--- src/rtl/exc_pkg.sv ---
package exc_pkg;
    localparam int MSR_W = 32;
    localparam int VEC_W = 12;

    // MSR field positions (LSB = bit 0)
    localparam int B_EE  = 15;
    localparam int B_ME  = 12;
    localparam int B_FE0 = 11;
    localparam int B_FE1 = 8;
    localparam int B_PM  = 2;
    localparam int B_RI  = 1;
    localparam int B_LE  = 0;

    localparam logic [MSR_W-1:0] MSR_RST = 32'h0000_1000;

    // exception classes, index order is priority order (0 highest)
    localparam int NCLS = 6;
    typedef enum logic [2:0] {
        C_SRESET = 3'd0,
        C_MCHK   = 3'd1,
        C_PROG   = 3'd2,
        C_EXT    = 3'd3,
        C_PMON   = 3'd4,
        C_DEC    = 3'd5,
        C_NONE   = 3'd7
    } exc_cls_e;

    typedef enum logic [0:0] {
        ST_RUN     = 1'b0,
        ST_CHKSTOP = 1'b1
    } gate_st_e;

    function automatic logic [VEC_W-1:0] cls_vector(exc_cls_e c);
        logic [VEC_W-1:0] v;
        unique case (c)
            C_SRESET: v = 12'h100;
            C_MCHK:   v = 12'h200;
            C_PROG:   v = 12'h700;
            C_EXT:    v = 12'h500;
            C_PMON:   v = 12'hF00;
            C_DEC:    v = 12'h900;
            default:  v = '0;
        endcase
        return v;
    endfunction
endpackage

--- src/rtl/exc_pending.sv ---
module exc_pending
    import exc_pkg::*;
#(
    parameter int NMC = 4
) (
    input  logic            clk,
    input  logic            rst_n,
    input  logic            sreset_req,
    input  logic [NMC-1:0]  mc_src,
    input  logic [NMC-1:0]  mc_en,
    input  logic            ext_req,
    input  logic            dec_req,
    input  logic            pm_req,
    input  logic            fp_req,
    input  logic            fp_on,
    input  logic            clr_vld,
    input  exc_cls_e        clr_cls,
    output logic [NCLS-1:0] pend
);
    logic [NCLS-1:0] set_v;

    always_comb begin
        set_v           = '0;
        set_v[C_SRESET] = sreset_req;
        set_v[C_MCHK]   = |(mc_src & mc_en);
        set_v[C_PROG]   = fp_req & fp_on;
        set_v[C_EXT]    = ext_req;
        set_v[C_PMON]   = pm_req;
        set_v[C_DEC]    = dec_req;
    end

    for (genvar i = 0; i < NCLS; i++) begin : g_cls
        logic clr_here;
        assign clr_here = clr_vld && (clr_cls == exc_cls_e'(3'(i)));
        always_ff @(posedge clk or negedge rst_n) begin
            if (!rst_n) pend[i] <= 1'b0;
            else        pend[i] <= (pend[i] & ~clr_here) | set_v[i];
        end
    end
endmodule

--- src/rtl/exc_priority.sv ---
module exc_priority
    import exc_pkg::*;
(
    input  logic [NCLS-1:0]  pend,
    input  logic [MSR_W-1:0] msr,
    input  logic             running,
    output logic             take_vld,
    output exc_cls_e         cls,
    output logic             stop_req
);
    logic [NCLS-1:0] elig;

    always_comb begin
        elig           = '0;
        elig[C_SRESET] = pend[C_SRESET];
        elig[C_MCHK]   = pend[C_MCHK] & msr[B_ME];
        elig[C_PROG]   = pend[C_PROG] & (msr[B_FE0] | msr[B_FE1]);
        elig[C_EXT]    = pend[C_EXT]  & msr[B_EE];
        elig[C_PMON]   = pend[C_PMON] & msr[B_PM];
        elig[C_DEC]    = pend[C_DEC]  & msr[B_EE];
    end

    always_comb begin
        stop_req = running & pend[C_MCHK] & ~msr[B_ME] & ~pend[C_SRESET];
        take_vld = 1'b0;
        cls      = C_NONE;
        if (running && !stop_req) begin
            for (int i = NCLS - 1; i >= 0; i--) begin
                if (elig[i]) begin
                    take_vld = 1'b1;
                    cls      = exc_cls_e'(3'(i));
                end
            end
        end
    end
endmodule

--- src/rtl/exc_gate_ctrl.sv ---
module exc_gate_ctrl
    import exc_pkg::*;
#(
    parameter int AW  = 32,
    parameter int NMC = 4
) (
    input  logic             clk,
    input  logic             rst_n,
    input  logic             sreset_req,
    input  logic [NMC-1:0]   mc_src,
    input  logic [NMC-1:0]   mc_en,
    input  logic             ext_req,
    input  logic             dec_req,
    input  logic             pm_req,
    input  logic             fp_req,
    input  logic             rfi,
    input  logic             msr_wr,
    input  logic [MSR_W-1:0] msr_wdata,
    input  logic [AW-1:0]    pc,
    output logic             take,
    output logic [VEC_W-1:0] vector,
    output logic             checkstop,
    output logic [MSR_W-1:0] msr,
    output logic [AW-1:0]    srr0,
    output logic [MSR_W-1:0] srr1
);
    gate_st_e        st_q, st_d;
    logic [NCLS-1:0] pend;
    logic            take_vld, stop_req, running;
    exc_cls_e        cls;
    logic [MSR_W-1:0] msr_ent;

    assign running   = (st_q == ST_RUN);
    assign checkstop = (st_q == ST_CHKSTOP);

    exc_pending #(.NMC(NMC)) u_pend (
        .clk        (clk),
        .rst_n      (rst_n),
        .sreset_req (sreset_req),
        .mc_src     (mc_src),
        .mc_en      (mc_en),
        .ext_req    (ext_req),
        .dec_req    (dec_req),
        .pm_req     (pm_req),
        .fp_req     (fp_req),
        .fp_on      (msr[B_FE0] | msr[B_FE1]),
        .clr_vld    (take_vld),
        .clr_cls    (cls),
        .pend       (pend)
    );

    exc_priority u_prio (
        .pend     (pend),
        .msr      (msr),
        .running  (running),
        .take_vld (take_vld),
        .cls      (cls),
        .stop_req (stop_req)
    );

    // next state
    always_comb begin
        unique case (st_q)
            ST_RUN:     st_d = stop_req ? ST_CHKSTOP : ST_RUN;
            ST_CHKSTOP: st_d = ST_CHKSTOP;
            default:    st_d = ST_RUN;
        endcase
    end

    // state register
    always_ff @(posedge clk or negedge rst_n) begin
        if (!rst_n) st_q <= ST_RUN;
        else        st_q <= st_d;
    end

    // MSR image written on exception entry
    always_comb begin
        msr_ent       = msr;
        msr_ent[B_EE] = 1'b0;
        if (cls == C_SRESET || cls == C_MCHK) begin
            msr_ent[B_ME] = 1'b0;
            msr_ent[B_RI] = 1'b0;
        end
    end

    // outputs and saved state
    always_ff @(posedge clk or negedge rst_n) begin
        if (!rst_n) begin
            take   <= 1'b0;
            vector <= '0;
            msr    <= MSR_RST;
            srr0   <= '0;
            srr1   <= '0;
        end else if (take_vld) begin
            take   <= 1'b1;
            vector <= cls_vector(cls);
            srr0   <= pc;
            srr1   <= msr;
            msr    <= msr_ent;
        end else begin
            take   <= 1'b0;
            vector <= '0;
            if (rfi)         msr <= srr1;
            else if (msr_wr) msr <= msr_wdata;
        end
    end
endmodule

--- config.mk ---
export PLATFORM = sky130hd
export DESIGN_NAME = exc_gate_ctrl
export DESIGN_NICKNAME = d
export VERILOG_FILES = /design/src/rtl/exc_pkg.sv /design/src/rtl/exc_pending.sv /design/src/rtl/exc_priority.sv /design/src/rtl/exc_gate_ctrl.sv
export SDC_FILE = /design/constraint.sdc
export NUM_CORES = 1
export LEC_CHECK = 0
export BUFFER_PORTS_ARGS = -buffer_cell sky130_fd_sc_hd__buf_4
export CORE_MARGIN = 2
export CORE_UTILIZATION = 52
export DETAILED_ROUTE_END_ITERATION = 8
export PLACE_DENSITY_LB_ADDON = 0.08
export SETUP_SLACK_MARGIN = 0.4
export SYNTH_ARGS = -nofsm -noshare
export SYNTH_HDL_FRONTEND = slang
export SYNTH_SLANG_ARGS = --single-unit
--- constraint.sdc ---
create_clock -name clk -period 3 [get_ports clk]
set_clock_uncertainty 0.15 [all_clocks]
set_input_delay 0 -clock clk [delete_from_list [all_inputs] [get_ports clk]]
set_output_delay 0 -clock clk [all_outputs]
set_load 0.02 [all_outputs]
==> results_dict.tcl, run 1 <==
set metrics [dict create \
    ant_nets 0 \
    cts_sinks 108 \
    critPathCaptureType "flop" \
    crit_fanout 24 \
    ys_ff_latch 108 \
    async_flop_share_pct 100.0 \
    tns_ps 0 \
    grt_pass1_wl_mm 18.26 \
    min_delay_path_depth 3 \
    syn_area_per_cell_um2 15.82 \
    grt_pass1_vias 3687 \
    hold_class "in -> reg" \
    cp-start-kind "flop" \
    die_w_um 100.5 \
    numCtsBuffers 9 \
    clock_tree.root_cell "clkbuf_8" \
    critPathMaxStageDelay_ps 590 \
    fin_nets 645 \
    synthTopCellsByArea "dfrtp_1, mux2_4, mux2_2" \
    synth_seq_area_share_pct 55.85 \
    area_growth_pct 49.11 \
    crit_path_top_delay_cell "dfstp_2" \
    ir_drop_mv 0.4621 \
    netlist_top_cells_count "dfrtp_1, mux2_4, mux2_2, mux2_1, buf_6" \
    routed_wl_mm 11.40 \
    clkTransAtPathRegs_ps 110 \
    r2r_slack_ps 700 \
    initial_core_util_pct 52.89 \
    total_power_mw 6.793 \
    hp-start "rfi" \
    yosysWarningCount 0 \
    crit_chain "nand2b_1, o21a_2, nand2_4, inv_4, buf_4, mux2_4" \
    reg2reg_depth 6 \
    grt.overflow.total 0 \
    synth.most_common_cell "dfrtp_1" \
    grtUsageTotal_pct 23.02 \
    status "completed" \
    finalCritPeriodShare_pct 76.53 \
    cp_data_arrival_time_ps 2400 \
    drive_above_1_share_pct 55.01 \
    drt-vias-per-instance 5.082 \
    dr.pass1.iters 4 \
    synth_top_cell_by_area "dfrtp_1" \
    period_needed_ps 2296 \
    synth_top_area_share_pct 55.31 \
    hold_violations 0 \
    postCtsSetupRepairBufs 0 \
    drc_errors 0 \
    netlist_area_um2 4841 \
    synth-main-ff-cell "dfrtp_1" \
    syn_inst 306 \
    fmax_mhz 435.5 \
    drtIter0Drc 89 \
    htreeDepth 3 \
    worst_pin_slew_ps 654.7 \
    cts_tree "built" \
    utilization_pct 78.87 \
    critical_path_class "reg -> reg" \
    leakagePower_nw 3.487 \
    clk-insertion-delay-late_ps 360 \
    dieArea_um2 10100 \
    antenna_found_initial 0 \
    fp.coreArea_um2 9153 \
    rsz0062_at_grt "no" \
    slew_headroom_pct 56.35 \
    ioPinCount 191 \
    hold-path-endpoint "msr[15]" \
    power.density_nw_per_um2 941.2 \
    n_antenna_cell 0 \
    clk_path_buf_depth 2 \
    avgRoutedWirePerCell_um 16.76 \
    dr_total_vias 3456 \
    cap_violations 0 \
    r2r_end "srr0[2]" \
    routabilityCongestion 0.8659 \
    rr_startpoint "msr[12]" \
    crit_required_ps 3110 \
    die_h_um 100.5 \
    finalSetupViolations 0 \
    synth-edff-count 0 \
    dp_hpwl_mm 7.331 \
    ys_types 36 \
    rows 35 \
    io_buffers 182 \
    finalMaxSlewViolations 0 \
    grt_max_degree 58 \
]
-- what timing repair did --
action	4_1_cts	5_1_grt
gates resized for setup	0	0
hold buffers	74	0
endpoints found under the hold margin	121	0
-- registers in the layout, indices dropped and copies added, names as in the netlist --
| register | cells |
|---|---|
| vector | 4 |
| u_pend.pend | 6 |
| srr1 | 32 |
| take | 1 |
| msr | 32 |
| checkstop | 1 |
| srr0 | 32 |
-- metal layers --
metal  share of wire (%)  routed length [um]  global-route usage, %
met2                  50                5716                  39.65
met5                   0                   0                      0
met4                 1.4                 161                  7.060
met3                 6.5                 739                  4.993
met1                  42                4781                  29.23
-- worst max path at each step --
stage                        from       end  slack (ps)  cells past startpoint
after CTS                 msr[12]   srr0[4]         710                      6
after global routing      msr[12]   srr0[5]         610                      6
after floorplan           msr[15]   msr[20]        1080                      5
final                     msr[12]   srr0[2]         700                      6
after global placement    msr[12]  srr0[19]         760                      6
after detailed placement  msr[12]  srr0[19]         710                      6
-- layout by cell type (no fill, tap or decap), types with 2 or more instances in the layout --
cell type | Yosys | final
buf_4 | 8 | 185
dfrtp_1 | 107 | 107
dlygate4sd3_1 | 0 | 74
mux2_4 | 58 | 58
mux2_2 | 43 | 43
mux2_1 | 20 | 20
clkbuf_8 | 0 | 9
conb_1 | 1 | 8
nor2_1 | 6 | 6
nand3_1 | 5 | 5
mux2i_1 | 5 | 5
nand2_1 | 4 | 4
o21ai_0 | 4 | 4
nand2b_1 | 3 | 3
a31oi_1 | 3 | 3
a21o_1 | 3 | 3
inv_6 | 0 | 3
inv_1 | 2 | 2
and3_1 | 2 | 2
a22oi_1 | 2 | 2
nor3_1 | 2 | 2
clkinv_2 | 0 | 2
bufinv_16 | 0 | 2
buf_12 | 0 | 2
-- where the power goes --
part           total, mW  internal (mW)  switching (mW)
clock              0.977          0.477           0.500
sequential          2.57           2.07           0.500
combinational       3.25           1.76            1.49
-- critical path, delay by kind of cell, from the launching register on --
family          cells  cell delay, ps
flops               1             590
simple gates        2             230
buf+inv             2             660
compound gates      1             210
mux                 1             330
-- cell type report --
cell class                      instances  area (um^2)
Clock buffer                            9        123.9
Sequential cell                       108         2704
Clock inverter                          7        96.34
Fill cell                             538         1934
Timing Repair Buffer                  261         2170
Tap cell                              111        138.9
Inverter                                3        13.76
Multi-Input combinational cell        181         1972
-- per-stage QoR --
stage,hold WS (ps),setup slack (ps),instance area [um^2],cells
2_1_floorplan,-445.6,1085,4867,313
3_3_place_gp,-80.43,756.6,6257,590
3_5_place_dp,-72.12,707.2,6257,590
4_1_cts,31.04,711.5,7218,680
5_1_grt,60.21,614.7,7218,680
6_report,42.48,704.0,7218,680
-- kinds of logic (layout without fill, tap and decap cells) --
family                 after synthesis  in the layout  synth area share, %
buffers and inverters               24            280                3.955
other                                1              8              0.07747
AO/OA/AOI/OAI                       21             21                3.360
flip-flops                         108            108                55.85
AND/OR/NAND/NOR                     26             26                3.076
multiplexers                       126            126                33.68
Note: power is estimated with default switching activity, not from simulation.
==> run 2, diff against run 1 <==
--- a/config.mk
+++ b/config.mk
@@ -7,7 +7,7 @@
 export LEC_CHECK = 0
 export BUFFER_PORTS_ARGS = -buffer_cell sky130_fd_sc_hd__buf_4
 export CORE_MARGIN = 2
-export CORE_UTILIZATION = 52
+export CORE_UTILIZATION = 44
 export DETAILED_ROUTE_END_ITERATION = 8
 export PLACE_DENSITY_LB_ADDON = 0.08
 export SETUP_SLACK_MARGIN = 0.4
==> constraint.sdc (replaced) <==
create_clock -name clk -period 2 [get_ports clk]
set_clock_uncertainty 0.15 [all_clocks]
set_input_delay 0 -clock clk [delete_from_list [all_inputs] [get_ports clk]]
set_output_delay 0 -clock clk [all_outputs]
set_load 0.02 [all_outputs]
==> run 2 against run 1 <==
  * Core utilization shrank 5.0 points
  * Fmax grew 18%
  * Total power grew 59%
  * Cell area grew 10%
  * Critical path depth grew 1
  * Clock power grew 36%
  * Cell count grew 9.9%
  * Sequential share of layout area shrank 3.5 points
  * Largest power group unchanged
==> results_dict.tcl, run 2 (same netlist as run 1, synthesis figures left out) <==
set metrics [dict create \
    rr_startpoint "msr[15]" \
    critPathCaptureType "flop" \
    fmax_mhz 513.7 \
    drive_above_1_share_pct 60.63 \
    cp_data_arrival_time_ps 2050 \
    clk_path_buf_depth 2 \
    die_w_um 108.9 \
    grt_max_degree 45 \
    cts_sinks 108 \
    htreeDepth 3 \
    final_cell_area_um2 7968 \
    final_cell_count_no_fill 747 \
    leakagePower_nw 3.911 \
    dr.pass1.iters 4 \
    r2r_end "srr0[8]" \
    cap_violations 0 \
    dp_hpwl_mm 8.304 \
    hold_violations 0 \
    finalCritPeriodShare_pct 97.34 \
    layout_common_cells "buf_4, dfrtp_1, mux2_4" \
    antenna_found_initial 0 \
    die_h_um 108.9 \
    dpl.cell_count 637 \
    clk-insertion-delay-late_ps 360 \
    io_buffers 182 \
    top_regs "msr: 32 flops, srr0: 32 flops, srr1: 32 flops" \
    ant_nets 0 \
    cp-start-kind "flop" \
    ioPinCount 191 \
    power.density_nw_per_um2 1359 \
    drtIter0Drc 116 \
    period_needed_ps 1947 \
    final_common_cell "buf_4" \
    clock_tree.root_cell "clkbuf_8" \
    grt.overflow.total 0 \
    cts_tree "built" \
    ir_drop_mv 0.8222 \
    fp.coreArea_um2 10790 \
    tns_ps 0 \
    grt_pass1_vias 3678 \
    avgRoutedWirePerCell_um 16.95 \
    area_growth_pct 64.59 \
    initial_core_util_pct 44.85 \
    drt-vias-per-instance 4.766 \
    hold_class "in -> reg" \
    crit_path_top_delay_cell "dfrtp_2" \
    n_antenna_cell 0 \
    status "completed" \
    crit_fanout 14 \
    dr_total_vias 3560 \
    dieArea_um2 11860 \
    hold-path-endpoint "msr[15]" \
    min_delay_path_depth 4 \
    rows 38 \
    routabilityCongestion 0.7933 \
    fin_nets 683 \
    hp-start "rfi" \
    grtUsageTotal_pct 20.54 \
    rsz0062_at_grt "yes" \
    r2r_slack_ps 50 \
    crit_chain "a22oi_2, nand4_4, buf_6, nand2_8, inv_16, clkbuf_16, mux2_4" \
    dpl_cell_area_um2 6613 \
    routed_wl_mm 12.66 \
    drc_errors 0 \
    clkTransAtPathRegs_ps 90 \
    grt_pass1_wl_mm 18.60 \
    total_power_mw 10.83 \
    crit_required_ps 2100 \
    finalMaxSlewViolations 0 \
    finalSetupViolations 0 \
    reg2reg_depth 7 \
    critPathMaxStageDelay_ps 440 \
    critical_path_class "reg -> reg" \
    numCtsBuffers 9 \
]
run 2: cell types whose count changed in the layout (fill, tap and decap cells not counted), sizes merged:
cell / delta
bufinv: -1
buf: +26
clkinv: +1
clkbuf: +10
inv: -3
dlygate4sd3: +5
run 2: worst max-delay path, delay by kind of cell (launching register included):
kind                   cells  cell delay [ps]
flip-flops                 1              440
buffers and inverters      3              410
multiplexers               1              290
AO/OA/AOI/OAI              1              270
AND/OR/NAND/NOR            2              270
run 2: cell type report:
class	instances	area [um^2]
Inverter	3	27.53
Fill cell	719	2825
Clock inverter	4	48.80
Clock buffer	12	145.1
Tap cell	140	175.2
Multi-Input combinational cell	181	2137
Sequential cell	108	2705
Timing Repair Buffer	299	2729
run 2: layer usage:
layer / wire length, um / vias to the layer above / track usage (%)
met5: 0 / - / 0
met4: 179 / 0 / 7.509
met3: 632 / 14 / 3.407
met2: 6406 / 123 / 35.40
met1: 5441 / 1756 / 25.98
li1: - / 1667 / -
run 2: what timing repair did:
item,4_1_cts,5_1_grt
hold buffers,79,0
setup buffers,4,3
gates resized for setup,6,22
endpoints found under the setup margin,96,97
hold endpoints to repair,177,0
pin swaps,3,3
cloned,0,8
run 2: how the worst max path moves through the flow:
stage / startpoint / endpoint / slack (ps) / cells after the start
6_report: msr[15] / srr0[8] / 50 / 7
5_1_grt: msr[15] / msr[9] / -2 / 6
4_1_cts: u_pend.pend[5] / msr[11] / 60 / 5
3_5_place_dp: msr[15] / msr[11] / 20 / 5
3_3_place_gp: msr[15] / msr[18] / 70 / 5
2_1_floorplan: msr[15] / msr[20] / 130 / 5
run 2: power by group:
group | total (mW) | switching, mW | internal, mW | leakage (nW)
clock network | 1.33 | 0.711 | 0.614 | 0.100
logic | 5.68 | 2.47 | 3.21 | 2.52
registers | 3.82 | 0.715 | 3.11 | 1.29
run 2: through the flow:
| step | hold slack (ps) | utilization, % | worst slack (ps) |
|---|---|---|---|
| 6_report | 36.50 | 73.82 | 53.28 |
| 5_1_grt | 90.36 | 73.82 | -1.768 |
| 4_1_cts | 40.72 | 70.93 | 64.24 |
| 3_5_place_dp | -185.6 | 61.27 | 16.90 |
| 3_3_place_gp | -194.7 | 61.27 | 73.70 |
| 2_1_floorplan | -445.6 | - | 125.4 |
==> run 3, diff against run 2 <==
--- a/config.mk
+++ b/config.mk
@@ -9,6 +9,7 @@
 export CORE_MARGIN = 2
 export CORE_UTILIZATION = 44
 export DETAILED_ROUTE_END_ITERATION = 8
+export HOLD_SLACK_MARGIN = 0.05
 export PLACE_DENSITY_LB_ADDON = 0.08
 export SETUP_SLACK_MARGIN = 0.4
 export SYNTH_ARGS = -nofsm -noshare
==> run 3 against run 2 <==
  * Clock-buffer cell count is the same
  * Sequential share of layout area is the same
  * Critical endpoint is now srr0[20]
  * Global-route usage is the same
  * Cell count is the same
  * Hold slack gained 66 ps
  * Critical path type unchanged
  * Die area is the same
==> results_dict.tcl, run 3 (same netlist as run 1, synthesis figures left out) <==
set metrics [dict create \
    drc_errors 0 \
    crit_fanout 14 \
    fmax_mhz 514.8 \
    final_common_cell "buf_4" \
    layout_common_cells "buf_4, dfrtp_1, mux2_4" \
    drive_above_1_share_pct 60.63 \
    die_h_um 108.9 \
    grt_max_degree 45 \
    top_regs "msr: 32 flops, srr0: 32 flops, srr1: 32 flops" \
    drtIter0Drc 137 \
    dieArea_um2 11860 \
    finalSetupViolations 0 \
    hold_violations 0 \
    final_cell_count_no_fill 747 \
    cp-start-kind "flop" \
    place_ws_ps 16.90 \
    ir_drop_mv 0.8222 \
    dr_total_vias 3562 \
    crit_required_ps 2100 \
    rsz0062_at_grt "yes" \
    dp_hpwl_mm 8.304 \
    n_antenna_cell 0 \
    period_needed_ps 1943 \
    htreeDepth 3 \
    finalCritPeriodShare_pct 97.13 \
    clock_tree.root_cell "clkbuf_8" \
    power.density_nw_per_um2 1359 \
    area_growth_pct 64.59 \
    ant_nets 0 \
    dpl_cell_area_um2 6613 \
    reg2reg_depth 7 \
    hold_class "in -> reg" \
    ioPinCount 191 \
    critical_path_class "reg -> reg" \
    critPathCaptureType "flop" \
    die_w_um 108.9 \
    initial_core_util_pct 44.85 \
    fin_nets 683 \
    rows 38 \
    antenna_found_initial 0 \
    cap_violations 0 \
    holdWs_ps 102.7 \
    min_delay_path_depth 3 \
    grt.overflow.total 0 \
    avgRoutedWirePerCell_um 16.96 \
    numCtsBuffers 9 \
    dpl.cell_count 637 \
    utilization_pct 73.82 \
    finalMaxSlewViolations 0 \
    clk-insertion-delay-late_ps 350 \
    total_power_mw 10.83 \
    clkTransAtPathRegs_ps 100 \
    grt_pass1_vias 3678 \
    fp.coreArea_um2 10790 \
    grt_pass1_wl_mm 18.60 \
    io_buffers 182 \
    routabilityCongestion 0.7933 \
    dr.pass1.iters 4 \
    routed_wl_mm 12.67 \
    grtUsageTotal_pct 20.54 \
    finalWorstSetupSlack_ps 57.48 \
    cts_sinks 108 \
    drt-vias-per-instance 4.768 \
    leakagePower_nw 3.911 \
    cts_tree "built" \
    tns_ps 0 \
    status "completed" \
    cp_data_arrival_time_ps 2040 \
    final_cell_area_um2 7968 \
    clk_path_buf_depth 2 \
]
==> run 3: layer usage <==
layer | vias up | track usage [%] | part of all wire, %
met5 | - | 0 | 0
met4 | 0 | 7.509 | 1.4
met3 | 14 | 3.407 | 5.0
met2 | 123 | 35.40 | 51
met1 | 1758 | 25.98 | 43
li1 | 1667 | - | -
==> run 3: worst max-delay path, cell delays in order (launching register included) <==
cell	delay [ps]
dfrtp_2	440
a22oi_2	270
nand4_4	170
buf_6	170
nand2_8	100
inv_16	70
clkbuf_16	160
mux2_4	290
==> run 3: power by group <==
part | total (mW) | internal, mW | switching [mW]
registers | 3.82 | 3.11 | 0.714
clock network | 1.32 | 0.614 | 0.710
logic | 5.68 | 3.21 | 2.47
==> run 3: what timing repair did <==
item	in CTS	in global routing
hold buffers	79	0
setup endpoints to repair	96	97
pin swaps	3	3
resized for setup	6	22
cloned	0	8
endpoints found under the hold margin	177	0
setup buffers	4	3
==> run 3: final timing paths <==
path	end	startpoint	slack [ps]
worst max-delay path	srr0[20]	msr[15]	60
worst min-delay path	msr[28]	rfi	100
worst max register to register	srr0[20]	msr[15]	60
worst min register to register	u_pend.pend[3]	u_pend.pend[3]	350
max in group asynchronous	srr0[1]	rst_n	550
min in group asynchronous	srr0[10]	rst_n	500
==> run 3: area by class of cell <==
class / count / area (um^2)
clock inverter: 4 / 48.80
inverter: 3 / 27.53
sequential: 108 / 2705
fill: 719 / 2825
timing repair buffer: 299 / 2729
multi-input combinational: 181 / 2137
clock buffer: 12 / 145.1
tap: 140 / 175.2
